[config.mk]
export PLATFORM = sky130hd
export DESIGN_NAME = rstguard_regs
export DESIGN_NICKNAME = d
export VERILOG_FILES = /design/src/rtl/rstguard_pkg.sv /design/src/rtl/rstguard_gate.sv /design/src/rtl/rstguard_bank.sv /design/src/rtl/rstguard_trigger.sv /design/src/rtl/rstguard_regs.sv
export SDC_FILE = /design/constraint.sdc
export NUM_CORES = 1
export LEC_CHECK = 0
export ABC_CLOCK_PERIOD_IN_PS = 1650
export BUFFER_PORTS_ARGS = -buffer_cell sky130_fd_sc_hd__buf_2
export CORE_MARGIN = 2
export CORE_UTILIZATION = 41
export DETAILED_ROUTE_END_ITERATION = 10
export HOLD_SLACK_MARGIN = 0.1
export PLACE_DENSITY_LB_ADDON = 0.05
export SLEW_MARGIN = 5
export SYNTH_ARGS = -nofsm -noshare
export SYNTH_HDL_FRONTEND = slang
export SYNTH_SLANG_ARGS = --single-unit
[constraint.sdc]
create_clock -name clk -period 1.65 [get_ports clk]
set_clock_uncertainty 0.15 [all_clocks]
set_input_delay 0.2475 -clock clk [delete_from_list [all_inputs] [get_ports clk]]
set_output_delay 0.2475 -clock clk [all_outputs]
set_load 0.005 [all_outputs]
[src/rtl/rstguard_pkg.sv]
package rstguard_pkg;

  localparam int DATA_W   = 32;
  localparam int ADDR_W   = 9;
  localparam int KEY_W    = 8;
  localparam int NUM_REGS = 3;
  localparam int MAGIC_W  = 12;
  localparam int TRIG_BIT = 5;

  localparam logic [KEY_W-1:0]   UNLOCK_KEY  = 8'h5A;
  localparam logic [MAGIC_W-1:0] OFF_MAGIC   = 12'h555;
  localparam logic [ADDR_W-1:0]  OFFS_CTRL   = 9'h01C;
  localparam logic [ADDR_W-1:0]  OFFS_STAT   = 9'h020;
  localparam logic [ADDR_W-1:0]  OFFS_WDOG   = 9'h024;

  typedef enum logic [1:0] {
    SEL_CTRL = 2'd0,
    SEL_STAT = 2'd1,
    SEL_WDOG = 2'd2,
    SEL_NONE = 2'd3
  } reg_sel_e;

  function automatic logic [DATA_W-1:0] reg_reset_value(input int idx);
    case (idx)
      0:       return 32'h0000_0102;
      1:       return 32'h0000_1000;
      default: return '0;
    endcase
  endfunction

endpackage

[src/rtl/rstguard_gate.sv]
module rstguard_gate
  import rstguard_pkg::*;
#(
  parameter int                DW        = DATA_W,
  parameter int                AW        = ADDR_W,
  parameter int                KW        = KEY_W,
  parameter logic [KW-1:0]     KEY       = UNLOCK_KEY,
  parameter logic [AW-1:0]     A_CTRL    = OFFS_CTRL,
  parameter logic [AW-1:0]     A_STAT    = OFFS_STAT,
  parameter logic [AW-1:0]     A_WDOG    = OFFS_WDOG
) (
  input  logic          wr_en,
  input  logic [AW-1:0] addr,
  input  logic [DW-1:0] wdata,
  output logic          wr_ok,
  output logic          wr_bad,
  output reg_sel_e      sel,
  output logic [DW-1:0] payload
);

  localparam int BODY_W = DW - KW;

  logic key_match;

  always_comb begin
    key_match = (wdata[DW-1 -: KW] == KEY);
    wr_ok     = wr_en & key_match;
    wr_bad    = wr_en & ~key_match;
    payload   = {{KW{1'b0}}, wdata[BODY_W-1:0]};
  end

  always_comb begin
    if (addr == A_CTRL)      sel = SEL_CTRL;
    else if (addr == A_STAT) sel = SEL_STAT;
    else if (addr == A_WDOG) sel = SEL_WDOG;
    else                     sel = SEL_NONE;
  end

endmodule

[src/rtl/rstguard_bank.sv]
module rstguard_bank
  import rstguard_pkg::*;
#(
  parameter int DW = DATA_W,
  parameter int KW = KEY_W,
  parameter int NR = NUM_REGS,
  parameter int MW = MAGIC_W
) (
  input  logic          clk,
  input  logic          rst_n,
  input  logic          wr_ok,
  input  reg_sel_e      sel,
  input  logic [DW-1:0] payload,
  input  logic          rd_en,
  output logic [MW-1:0] stat_low,
  output logic [DW-1:0] rdata
);

  logic [DW-1:0] regs_q [NR];
  logic [DW-1:0] regs_d [NR];
  logic [DW-1:0] rd_mux;
  logic [DW-1:0] rdata_d;
  logic [DW-1:0] rdata_q;

  for (genvar g = 0; g < NR; g++) begin : g_word
    localparam logic [1:0]    MY_SEL = 2'(g);
    localparam logic [DW-1:0] RST_V  = DW'(reg_reset_value(g));
    logic wen;

    always_comb begin
      wen       = wr_ok && (sel == MY_SEL);
      regs_d[g] = wen ? payload : regs_q[g];
    end

    always_ff @(posedge clk or negedge rst_n) begin
      if (!rst_n) regs_q[g] <= RST_V;
      else        regs_q[g] <= regs_d[g];
    end

    assert_write_needs_key_R2: assert property (@(posedge clk) disable iff (!rst_n)
      !$stable(regs_q[g]) |-> $past(wr_ok && (sel == MY_SEL)));

    assert_key_byte_zero_R3: assert property (@(posedge clk) disable iff (!rst_n)
      regs_q[g][DW-1 -: KW] == '0);
  end

  always_comb begin
    unique case (sel)
      SEL_CTRL: rd_mux = regs_q[0];
      SEL_STAT: rd_mux = regs_q[1];
      SEL_WDOG: rd_mux = regs_q[2];
      default:  rd_mux = '0;
    endcase
    rdata_d = rd_en ? rd_mux : rdata_q;
  end

  always_ff @(posedge clk or negedge rst_n) begin
    if (!rst_n) rdata_q <= '0;
    else        rdata_q <= rdata_d;
  end

  assign rdata    = rdata_q;
  assign stat_low = regs_q[1][MW-1:0];

  assert_rdata_holds_R7: assert property (@(posedge clk) disable iff (!rst_n)
    !$past(rd_en) |-> $stable(rdata_q));

endmodule

[src/rtl/rstguard_trigger.sv]
module rstguard_trigger
  import rstguard_pkg::*;
#(
  parameter int              MW    = MAGIC_W,
  parameter logic [MW-1:0]   MAGIC = OFF_MAGIC
) (
  input  logic          clk,
  input  logic          rst_n,
  input  logic          wr_ok,
  input  logic          wr_bad,
  input  reg_sel_e      sel,
  input  logic          trig_bit,
  input  logic [MW-1:0] stat_low,
  input  logic          err_clr,
  output logic          reset_req,
  output logic          shutdown_req,
  output logic          key_err
);

  logic fire;
  logic magic_hit;
  logic rst_req_d, rst_req_q;
  logic sd_req_d,  sd_req_q;
  logic err_d,     err_q;

  always_comb begin
    fire      = wr_ok && (sel == SEL_CTRL) && trig_bit;
    magic_hit = (stat_low == MAGIC);
    rst_req_d = fire && !magic_hit;
    sd_req_d  = fire && magic_hit;
    if (wr_bad)       err_d = 1'b1;
    else if (err_clr) err_d = 1'b0;
    else              err_d = err_q;
  end

  always_ff @(posedge clk or negedge rst_n) begin
    if (!rst_n) begin
      rst_req_q <= 1'b0;
      sd_req_q  <= 1'b0;
      err_q     <= 1'b0;
    end else begin
      rst_req_q <= rst_req_d;
      sd_req_q  <= sd_req_d;
      err_q     <= err_d;
    end
  end

  assign reset_req    = rst_req_q;
  assign shutdown_req = sd_req_q;
  assign key_err      = err_q;

  assert_one_request_R9: assert property (@(posedge clk) disable iff (!rst_n)
    !(rst_req_q && sd_req_q));

  assert_req_needs_key_R5: assert property (@(posedge clk) disable iff (!rst_n)
    (rst_req_q || sd_req_q) |-> $past(wr_ok && sel == SEL_CTRL));

  assert_shutdown_magic_R6: assert property (@(posedge clk) disable iff (!rst_n)
    sd_req_q |-> ($past(stat_low) == MAGIC));

  assert_err_sticky_R8: assert property (@(posedge clk) disable iff (!rst_n)
    ($past(err_q) && !$past(err_clr)) |-> err_q);

endmodule

[src/rtl/rstguard_regs.sv]
module rstguard_regs
  import rstguard_pkg::*;
#(
  parameter int                  DW     = DATA_W,
  parameter int                  AW     = ADDR_W,
  parameter int                  KW     = KEY_W,
  parameter int                  MW     = MAGIC_W,
  parameter int                  TB     = TRIG_BIT,
  parameter logic [KW-1:0]       KEY    = UNLOCK_KEY,
  parameter logic [MW-1:0]       MAGIC  = OFF_MAGIC,
  parameter logic [AW-1:0]       A_CTRL = OFFS_CTRL,
  parameter logic [AW-1:0]       A_STAT = OFFS_STAT,
  parameter logic [AW-1:0]       A_WDOG = OFFS_WDOG
) (
  input  logic          clk,
  input  logic          rst_n,
  input  logic [AW-1:0] bus_addr,
  input  logic          bus_wr,
  input  logic [DW-1:0] bus_wdata,
  input  logic          bus_rd,
  output logic [DW-1:0] bus_rdata,
  input  logic          key_err_clr,
  output logic          key_err,
  output logic          reset_req,
  output logic          shutdown_req
);

  logic          wr_ok;
  logic          wr_bad;
  reg_sel_e      sel;
  logic [DW-1:0] payload;
  logic [MW-1:0] stat_low;

  rstguard_gate #(
    .DW(DW), .AW(AW), .KW(KW), .KEY(KEY),
    .A_CTRL(A_CTRL), .A_STAT(A_STAT), .A_WDOG(A_WDOG)
  ) u_gate (
    .wr_en   (bus_wr),
    .addr    (bus_addr),
    .wdata   (bus_wdata),
    .wr_ok   (wr_ok),
    .wr_bad  (wr_bad),
    .sel     (sel),
    .payload (payload)
  );

  rstguard_bank #(
    .DW(DW), .KW(KW), .NR(NUM_REGS), .MW(MW)
  ) u_bank (
    .clk      (clk),
    .rst_n    (rst_n),
    .wr_ok    (wr_ok),
    .sel      (sel),
    .payload  (payload),
    .rd_en    (bus_rd),
    .stat_low (stat_low),
    .rdata    (bus_rdata)
  );

  rstguard_trigger #(
    .MW(MW), .MAGIC(MAGIC)
  ) u_trig (
    .clk          (clk),
    .rst_n        (rst_n),
    .wr_ok        (wr_ok),
    .wr_bad       (wr_bad),
    .sel          (sel),
    .trig_bit     (payload[TB]),
    .stat_low     (stat_low),
    .err_clr      (key_err_clr),
    .reset_req    (reset_req),
    .shutdown_req (shutdown_req),
    .key_err      (key_err)
  );

endmodule

==> flow_summary.toml, run 1 <==
[status]
status = "finished, violations left"
failed_checks = "setup timing"

[logic_synthesis]
yosysSeqAreaShare_pct = 56.64
synth_cell_types = 29
synth_area_leaders = "dfrtp_1 (55%), mux2_2 (20%), mux2_4 (6.9%)"
ys_async_sr_fraction_pct = 100.0
synth_top_area_share_pct = 54.84
synth_flop_cell = "dfrtp_1"
netlist_area_um2 = 4380
synth_top_area_cell = "dfrtp_1"
yosysWarnings = 0
synth_edf_count = 0
synth.most_common_cell = "dfrtp_1"
netlist_instances = 293
syn_avg_cell_area_um2 = 14.95
synth_common_cells = "dfrtp_1 (96), mux2_2 (76), a221o_1 (24), nor2b_1 (24), mux2_4 (20)"
ys_ff_latch = 99

[die]
initial_core_util_pct = 42.24
die_y_um = 107.4
pin_count = 81
rows = 37
coreArea_um2 = 10370
die_w_um = 107.4
die_area_um2 = 11530

[placed_design]
dp_cells = 502
place_area_um2 = 5011
dp_hpwl_mm = 6.031
gp_congestion = 0.7626
io_buffers = 72

[drt]
first_pass_iters = 5
totalWireLength_mm = 9.538
final_antenna_net_count = 0
vias_per_cell = 5.036
drtIter0Drc = 94
routedWlPerCell_um = 17.41
via_count = 2760
drc = 0

[pwr]
power.sequential.fraction_pct = 55.0
switchingPower_mw = 0.9692
sw_frac_of_total_pct = 21.96
pwr-share-clk_pct = 39.2
powerDensity_nw_per_um2 = 789.5
intPower_mw = 3.444
leakagePower_nw = 2.924
power.total_mw = 4.413
peakVddDrop_v = 0.0004456
combPwrFrac_pct = 5.8

[critical_path]
crit_required_ps = 1750
reg2reg_to = "u_trig.shutdown_req$_DFF_PN0_"
r2r_cells = 3
worst_setup_path_end_kind = "flip-flop"
cp-start-kind = "input port"
crit_path_max_incr_delay_ps = 510
regToRegSetupSlack_ps = 100
crit_chain = "buf_2 > or4b_4 > or3_4 > clkbuf_16 > mux2_4"
cp_max_fo = 12
path_class = "in2reg"
rr_startpoint = "u_bank.stat_low[5]$_DFFE_PN0P_"
worstPathArrival_ps = 1770
slowest_stage = "or4b_4"

[global_routing]
antenna_found_initial = 0
grt_pass1_wl_mm = 15.42
grt_usage_pct = 17.55
grt_max_degree = 43
grt-ovfl-total = 0
first_global_vias = 2893

[finish]
drive_gt1_share_pct = 52.91
fin_area_um2 = 5590
antenna_cells = 0
final_net_count = 453
synthToLayoutAreaGrowth_pct = 27.62
finalNonFillerCells = 548

[worst_hold_path]
hold_depth = 4
hold_end = "u_trig.shutdown_req$_DFF_PN0_"
hold_class = "in2reg"
worstHoldStart = "bus_wr"

[clocking]
cts_buffers = 9
cts_max_level = 3
clockBufferDepth = 2
root_buffer = "clkbuf_8"
clk_latency_ps = 360
clkSinkCount = 99
clk_pin_slew_ps = 90
cts_tree = "built"

[sta]
rsz0062_at_grt = "yes"
holdWs_ps = 154.9
fin_crit_sh_pct = 101.1
drv_slew = 0
setup_viol = 17
hold_viol = 0
min_period_ps = 1668
fmax_mhz = 599.4
worst_slack_ps = -18.43

[run]
maxCapViolCount = 0
[placed cells by master (no fill, tap or decap), types with 3 or more instances in the layout]
cell type and count:
conb_1 8, buf_12 7, nor2b_1 24, buf_2 68, nor2_2 3, inv_1 3
mux2_4 20, buf_6 4, buf_4 12, nand2_1 3, dfstp_2 3, a221o_1 24
mux2_2 76, dfrtp_1 96, clkbuf_8 10, dlygate4sd3_1 27
[layout make-up]
class / count / area [µm²]
Clock inverter: 6 / 86.33
Tap cell: 136 / 170.2
Sequential cell: 99 / 2481
Multi-Input combinational cell: 174 / 1768
Timing Repair Buffer: 120 / 935.9
Clock buffer: 10 / 137.6
Fill cell: 913 / 4780
Inverter: 3 / 11.26
[flip-flops by register name, indices dropped and copies added, names as in the netlist]
register,cells
u_trig.shutdown_req,1
u_bank.regs_q,60
u_bank.stat_low,12
u_bank.rdata,24
u_trig.key_err,1
u_trig.reset_req,1
[power groups by stage]
| stage | sequential, mW | clock, mW | combinational (mW) |
|---|---|---|---|
| 4_1_cts | 2.43 | 1.79 | 0.255 |
| 3_3_place_gp | 2.48 | 0 | 0.203 |
| 6_report | 2.43 | 1.73 | 0.254 |
| 3_5_place_dp | 2.48 | 0 | 0.207 |
| 2_1_floorplan | 2.48 | 0 | 0.0571 |
| 5_1_grt | 2.43 | 1.89 | 0.285 |
[per-layer routing]
| metal | up-vias | share of wire (%) | track usage, % | wire length (µm) |
|---|---|---|---|---|
| met5 | - | 0 | 0 | 0 |
| met4 | 0 | 1.2 | 4.670 | 110 |
| met3 | 9 | 3.7 | 4.540 | 353 |
| met2 | 55 | 50 | 29.43 | 4768 |
| met1 | 1406 | 45 | 22.66 | 4305 |
| li1 | 1290 | - | - | - |
[per-stage QoR]
stage,setup TNS [ps],setup WS (ps),util [%]
detailed placement,-30160,-405.7,48.32
CTS,-130.4,-13.93,52.99
global route,-1030,-35.01,53.91
floorplan,-16990,-299.4,-
finish,-156.7,-18.43,53.91
global placement,-29560,-390.2,48.32
[worst max-delay path by stage]
stage,from,end,cells after the start
detailed placement,bus_addr[1],u_bank.stat_low[2]$_DFFE_PN0P_,7
finish,bus_addr[8],u_bank.regs_q[16]$_DFFE_PN0P_,5
global route,bus_addr[1],u_bank.regs_q[17]$_DFFE_PN0P_,6
floorplan,bus_addr[3],u_bank.regs_q[10]$_DFFE_PN0P_,5
CTS,bus_addr[1],u_bank.stat_low[2]$_DFFE_PN0P_,7
global placement,bus_addr[1],u_bank.stat_low[2]$_DFFE_PN0P_,7
[worst max-delay path: cells and delay by family]
| family | cells | cell delay [ps] |
|---|---|---|
| buffers and inverters | 2 | 320 |
| multiplexers | 1 | 300 |
| AND/OR/NAND/NOR | 2 | 910 |
[logic make-up after synthesis]
family	synth area share, %
DFF	56.64
muxes	26.39
and+or+nand+nor	7.255
buffers and inverters	4.027
AOI/OAI and AO/OA	5.598
other	0.08561
[what timing repair did]
| item | in CTS | in global routing |
|---|---|---|
| cloned | 0 | 2 |
| resized for setup | 0 | 5 |
| hold buffers | 26 | 1 |
| buffers inserted | 0 | 1 |
| setup endpoints to repair | 23 | 69 |
| endpoints found under the hold margin | 172 | 3 |
Note: power is estimated with default switching activity, not from simulation.
==> inputs of run 2 (changes only) <==
--- a/config.mk
+++ b/config.mk
@@ -5,7 +5,7 @@
 export SDC_FILE = /design/constraint.sdc
 export NUM_CORES = 1
 export LEC_CHECK = 0
-export ABC_CLOCK_PERIOD_IN_PS = 1650
+export ABC_CLOCK_PERIOD_IN_PS = 2000
 export BUFFER_PORTS_ARGS = -buffer_cell sky130_fd_sc_hd__buf_2
 export CORE_MARGIN = 2
 export CORE_UTILIZATION = 41
==> constraint.sdc (replaced) <==
create_clock -name clk -period 2 [get_ports clk]
set_clock_uncertainty 0.15 [all_clocks]
set_input_delay 0.3 -clock clk [delete_from_list [all_inputs] [get_ports clk]]
set_output_delay 0.3 -clock clk [all_outputs]
set_load 0.005 [all_outputs]
==> flow_summary.toml, run 2 (synthesis gave the netlist of run 1 again) <==
[critical_path]
worstPathArrival_ps = 1910
regToRegSetupSlack_ps = 480
r2r_cells = 3
cp-start-kind = "input port"
worst_setup_path_end_kind = "flip-flop"
reg2reg_to = "u_trig.shutdown_req$_DFF_PN0_"
crit_required_ps = 2090
path_class = "in2reg"
crit_path_max_incr_delay_ps = 530
rr_startpoint = "u_bank.stat_low[9]$_DFFE_PN0P_"
cp_max_fo = 24
crit_chain = "buf_2 > or4b_4 > or3_2 > buf_12 > mux2_4"
slowest_stage = "or4b_4"

[worst_hold_path]
hold_class = "in2reg"
hold_depth = 4
worstHoldStart = "bus_wr"
hold_end = "u_trig.shutdown_req$_DFF_PN0_"

[die]
pin_count = 81
die_area_um2 = 11530
initial_core_util_pct = 42.24
die_w_um = 107.4
rows = 37
die_y_um = 107.4
coreArea_um2 = 10370

[finish]
antenna_cells = 0
final_cell_mix = "dfrtp_1 (96), mux2_2 (76), buf_2 (71)"
top_register = "u_bank.regs_q"
final_net_count = 453
finalNonFillerCells = 547
drive_gt1_share_pct = 52.55
nFillCells = 939
multi_input_comb_area_um2 = 1764
layout_commonest_cell = "dfrtp_1"
synthToLayoutAreaGrowth_pct = 24.14
fin_area_um2 = 5438
regArea_um2 = 2481
largest_reg_flops = 60

[sta]
rsz0062_at_grt = "no"
fmax_mhz = 550.2
min_period_ps = 1818
drv_slew = 0
setup_viol = 0
holdWs_ps = 179.1
fin_crit_sh_pct = 90.88
hold_viol = 0

[clocking]
clk_pin_slew_ps = 80
clk_latency_ps = 360
root_buffer = "clkbuf_8"
cts_tree = "built"
cts_buffers = 9
clkSinkCount = 99
clockBufferDepth = 2
cts_max_level = 3

[global_routing]
antenna_found_initial = 0
grt_max_degree = 33
grt_pass1_wl_mm = 15.41
grt_busiest_layer = "met1"
use_met1_pct = 25.87
use_met3_pct = 3.874
grt_usage_pct = 17.67
grt-ovfl-total = 0
grt_util_met2_pct = 25.68
first_global_vias = 2890

[drt]
routedWlPerCell_um = 17.11
first_pass_iters = 4
via_count = 2831
drtIter0Drc = 120
final_antenna_net_count = 0
totalWireLength_mm = 9.361
drc = 0
vias_per_cell = 5.176

[pwr]
leakagePower_nw = 2.869
peakVddDrop_v = 0.0002798
power.total_mw = 3.372
powerDensity_nw_per_um2 = 620.2

[status]
status = "finished, final reports clean"

[run]
maxCapViolCount = 0

[placed_design]
gp_congestion = 0.7021
place_area_um2 = 4997
dp_cells = 505
io_buffers = 72
dp_hpwl_mm = 6.317
## run 2: changes by cell type in the layout (fill, tap and decap cells not counted), sizes merged
cell | before | now
buf | 91 | 93
bufinv | 2 | 0
clkinv | 2 | 3
clkinvlp | 1 | 0
inv | 4 | 3
## run 2: what timing repair did
action                    CTS  global route
hold endpoints to repair  133             0
buffers inserted            0             0
resized for setup           0             0
hold buffers               27             0
## run 2: report_power, final
| part | internal [mW] | leakage [nW] | switching [mW] | total (mW) |
|---|---|---|---|---|
| Sequential | 2.00 | 1.37 | 0.000798 | 2.00 |
| Clock | 0.509 | 0.0920 | 0.657 | 1.17 |
| Combinational | 0.0944 | 1.41 | 0.110 | 0.204 |
| Total | 2.60 | 2.87 | 0.768 | 3.37 |
## run 2: per-layer routing
metal / vias to the layer above / part of all wire (%)
met5: - / 0
met4: 0 / 1.3
met3: 11 / 4.6
met2: 78 / 44
met1: 1460 / 50
li1: 1282 / -
## run 2: worst max path at each step
stage | from | to | depth (start not counted)
floorplan | bus_addr[3] | u_bank.regs_q[10]$_DFFE_PN0P_ | 5
global placement | bus_addr[3] | u_bank.regs_q[8]$_DFFE_PN0P_ | 5
detailed placement | bus_addr[3] | u_bank.regs_q[5]$_DFFE_PN0P_ | 5
CTS | bus_addr[3] | u_bank.regs_q[5]$_DFFE_PN0P_ | 5
global route | bus_addr[3] | u_bank.regs_q[18]$_DFFE_PN0P_ | 5
finish | bus_addr[3] | u_bank.regs_q[5]$_DFFE_PN0P_ | 5
## run 2: through the flow
stage	setup slack (ps)	utilization, %	TNS [ps]
2_1_floorplan	-1.855	-	-37.10
3_3_place_gp	-167.5	48.19	-6562
3_5_place_dp	-185.6	48.19	-7421
4_1_cts	203.4	52.44	0
5_1_grt	175.9	52.44	0
6_report	182.4	52.44	0
## run 2: layout make-up
type                       count  area share (%)
clock inverter                 3          0.2761
sequential                    99           45.63
multi-input combinational    174           32.44
clock buffer                  12           2.853
inverter                       3          0.2071
timing repair buffer         120           15.46
tap                          136           3.129
## run 2: worst max-delay path, delay by kind of cell
kind / cells / cell delay, ps
buffers and inverters: 2 / 300
muxes: 1 / 310
and+or+nand+nor: 2 / 980
==> inputs of run 3 (changes only) <==
--- a/config.mk
+++ b/config.mk
@@ -7,10 +7,13 @@
 export LEC_CHECK = 0
 export ABC_CLOCK_PERIOD_IN_PS = 2000
 export BUFFER_PORTS_ARGS = -buffer_cell sky130_fd_sc_hd__buf_2
+export CELL_PAD_IN_SITES_DETAIL_PLACEMENT = 1
+export CELL_PAD_IN_SITES_GLOBAL_PLACEMENT = 2
 export CORE_MARGIN = 2
 export CORE_UTILIZATION = 41
 export DETAILED_ROUTE_END_ITERATION = 10
 export HOLD_SLACK_MARGIN = 0.1
+export MAX_ROUTING_LAYER = met4
 export PLACE_DENSITY_LB_ADDON = 0.05
 export SLEW_MARGIN = 5
 export SYNTH_ARGS = -nofsm -noshare
==> flow_summary.toml, run 3 (synthesis gave the netlist of run 1 again) <==
[status]
status = "finished, final reports clean"

[sta]
fin_crit_sh_pct = 91.54
fmax_mhz = 546.2
timing.setup.tns_ps = 0
hold_viol = 0
setup_viol = 0
worst_slack_ps = 169.1
rsz0062_at_grt = "no"
min_period_ps = 1831
drv_slew = 0

[worst_hold_path]
worstHoldStart = "bus_wr"
hold_end = "u_trig.shutdown_req$_DFF_PN0_"
hold_class = "in2reg"
hold_depth = 4

[global_routing]
antenna_found_initial = 0
grt_pass1_wl_mm = 15.80
grt-ovfl-total = 0
first_global_vias = 2962
grt_usage_pct = 18.40
grt_max_degree = 40

[critical_path]
regToRegSetupSlack_ps = 610
crit_required_ps = 2080
cp_max_fo = 24
path_class = "in2reg"
cp-start-kind = "input port"
worst_setup_path_end_kind = "flip-flop"
worstPathArrival_ps = 1910
slowest_stage = "or4b_4"
cpLargestDelayFamily = "simple AND/OR/NAND/NOR gates"
reg2reg_to = "u_trig.shutdown_req$_DFF_PN0_"
rr_startpoint = "u_bank.stat_low[11]$_DFFE_PN0P_"
r2r_cells = 3
crit_chain = "buf_2 > or4b_4 > or3_2 > buf_12 > mux2_4"
crit_path_max_incr_delay_ps = 530
crit_buf_inv = 2

[clocking]
cts_max_level = 3
cts_tree = "built"
cts_buffers = 9
clockBufferDepth = 2
cts_resized = 0
root_buffer = "clkbuf_8"
clk_latency_ps = 350
clk_pin_slew_ps = 90
clkSinkCount = 99

[die]
coreArea_um2 = 10370
rows = 37
die_w_um = 107.4
initial_core_util_pct = 42.24
die_area_um2 = 11530
die_y_um = 107.4
pin_count = 81

[drt]
route.met3.wl_um = 249
final_antenna_net_count = 0
routedWlPerCell_um = 17.68
via_count = 2754
dr_wl_met2_mm = 4.670
drtIter0Drc = 75
drc = 0
vias_per_cell = 5.063
wl_met1_mm = 4.587
first_pass_iters = 4
top_layer = "met4"
totalWireLength_mm = 9.620

[finish]
multi_input_comb_area_um2 = 1764
final_core_util_pct = 53.09
top_register = "u_bank.regs_q"
antenna_cells = 0
synthToLayoutAreaGrowth_pct = 25.68
regArea_um2 = 2481
drive_gt1_share_pct = 51.96
final_net_count = 449
largest_reg_flops = 60
nFillCells = 1053
final_cell_mix = "dfrtp_1 (96), mux2_2 (76), buf_2 (71)"
layout_commonest_cell = "dfrtp_1"

[pwr]
pwr-share-clk_pct = 39.0
intPower_mw = 2.815
sw_frac_of_total_pct = 22.28
power.total_mw = 3.622
switchingPower_mw = 0.8070
leakagePower_nw = 2.873
combPwrFrac_pct = 5.7
power.sequential.fraction_pct = 55.3
powerDensity_nw_per_um2 = 657.8
peakVddDrop_v = 0.0002937

[placed_design]
dp_hpwl_mm = 6.242
gp_congestion = 0.7021
io_buffers = 72
place_ws_ps = -196.7

[run]
maxCapViolCount = 0
==> run 3: area by class of cell <==
| cell class | count | share of cell area [%] |
|---|---|---|
| sequential | 99 | 45.07 |
| multi-input combinational | 174 | 32.05 |
| timing repair buffer | 116 | 15.64 |
| tap | 136 | 3.091 |
| clock buffer | 11 | 2.386 |
| clock inverter | 5 | 1.568 |
| inverter | 3 | 0.2045 |
==> run 3: worst register-to-register path, stage by stage, from the launching register on <==
cell and delay (ps):
dfrtp_1 410, nor4b_1 280, nand3_1 170, nor4_1 280
==> run 3: repair_timing <==
action,CTS,global route
hold buffers,27,0
buffers inserted,0,0
endpoints found under the setup margin,0,0
endpoints found under the hold margin,104,0
==> run 3: worst max path at each step <==
stage	startpoint	end	cells after the start	slack (ps)
5_1_grt	bus_addr[3]	u_bank.regs_q[18]$_DFFE_PN0P_	5	160
4_1_cts	bus_addr[3]	u_bank.regs_q[18]$_DFFE_PN0P_	5	180
3_5_place_dp	bus_addr[3]	u_bank.regs_q[8]$_DFFE_PN0P_	5	-200
2_1_floorplan	bus_addr[3]	u_bank.regs_q[10]$_DFFE_PN0P_	5	-2
3_3_place_gp	bus_addr[3]	u_bank.regs_q[20]$_DFFE_PN0P_	5	-180
6_report	bus_addr[3]	u_bank.regs_q[18]$_DFFE_PN0P_	5	170
==> run 3: metal layers <==
metal,up-vias,track usage (%)
met2,49,29.48
met4,0,5.769
met5,-,-
met3,11,2.421
met1,1416,24.59
li1,1278,-
==> run 3: stage by stage <==
| stage | hold slack (ps) | cell area [µm²] | instances |
|---|---|---|---|
| 6_report | 191.5 | 5505 | 544 |
| 5_1_grt | 188.9 | 5505 | 544 |
| 4_1_cts | 174.5 | 5505 | 544 |
| 3_5_place_dp | 147.6 | 5017 | 501 |
| 3_3_place_gp | 146.7 | 5017 | 501 |
| 2_1_floorplan | -145.6 | 4407 | 300 |
==> run 3: power groups by stage <==
stage / combinational, mW / sequential [mW] / clock, mW
2_1_floorplan: 0.0457 / 2.04 / 0
3_3_place_gp: 0.170 / 2.04 / 0
3_5_place_dp: 0.172 / 2.04 / 0
4_1_cts: 0.214 / 2.00 / 1.46
5_1_grt: 0.230 / 2.00 / 1.54
6_report: 0.208 / 2.00 / 1.41
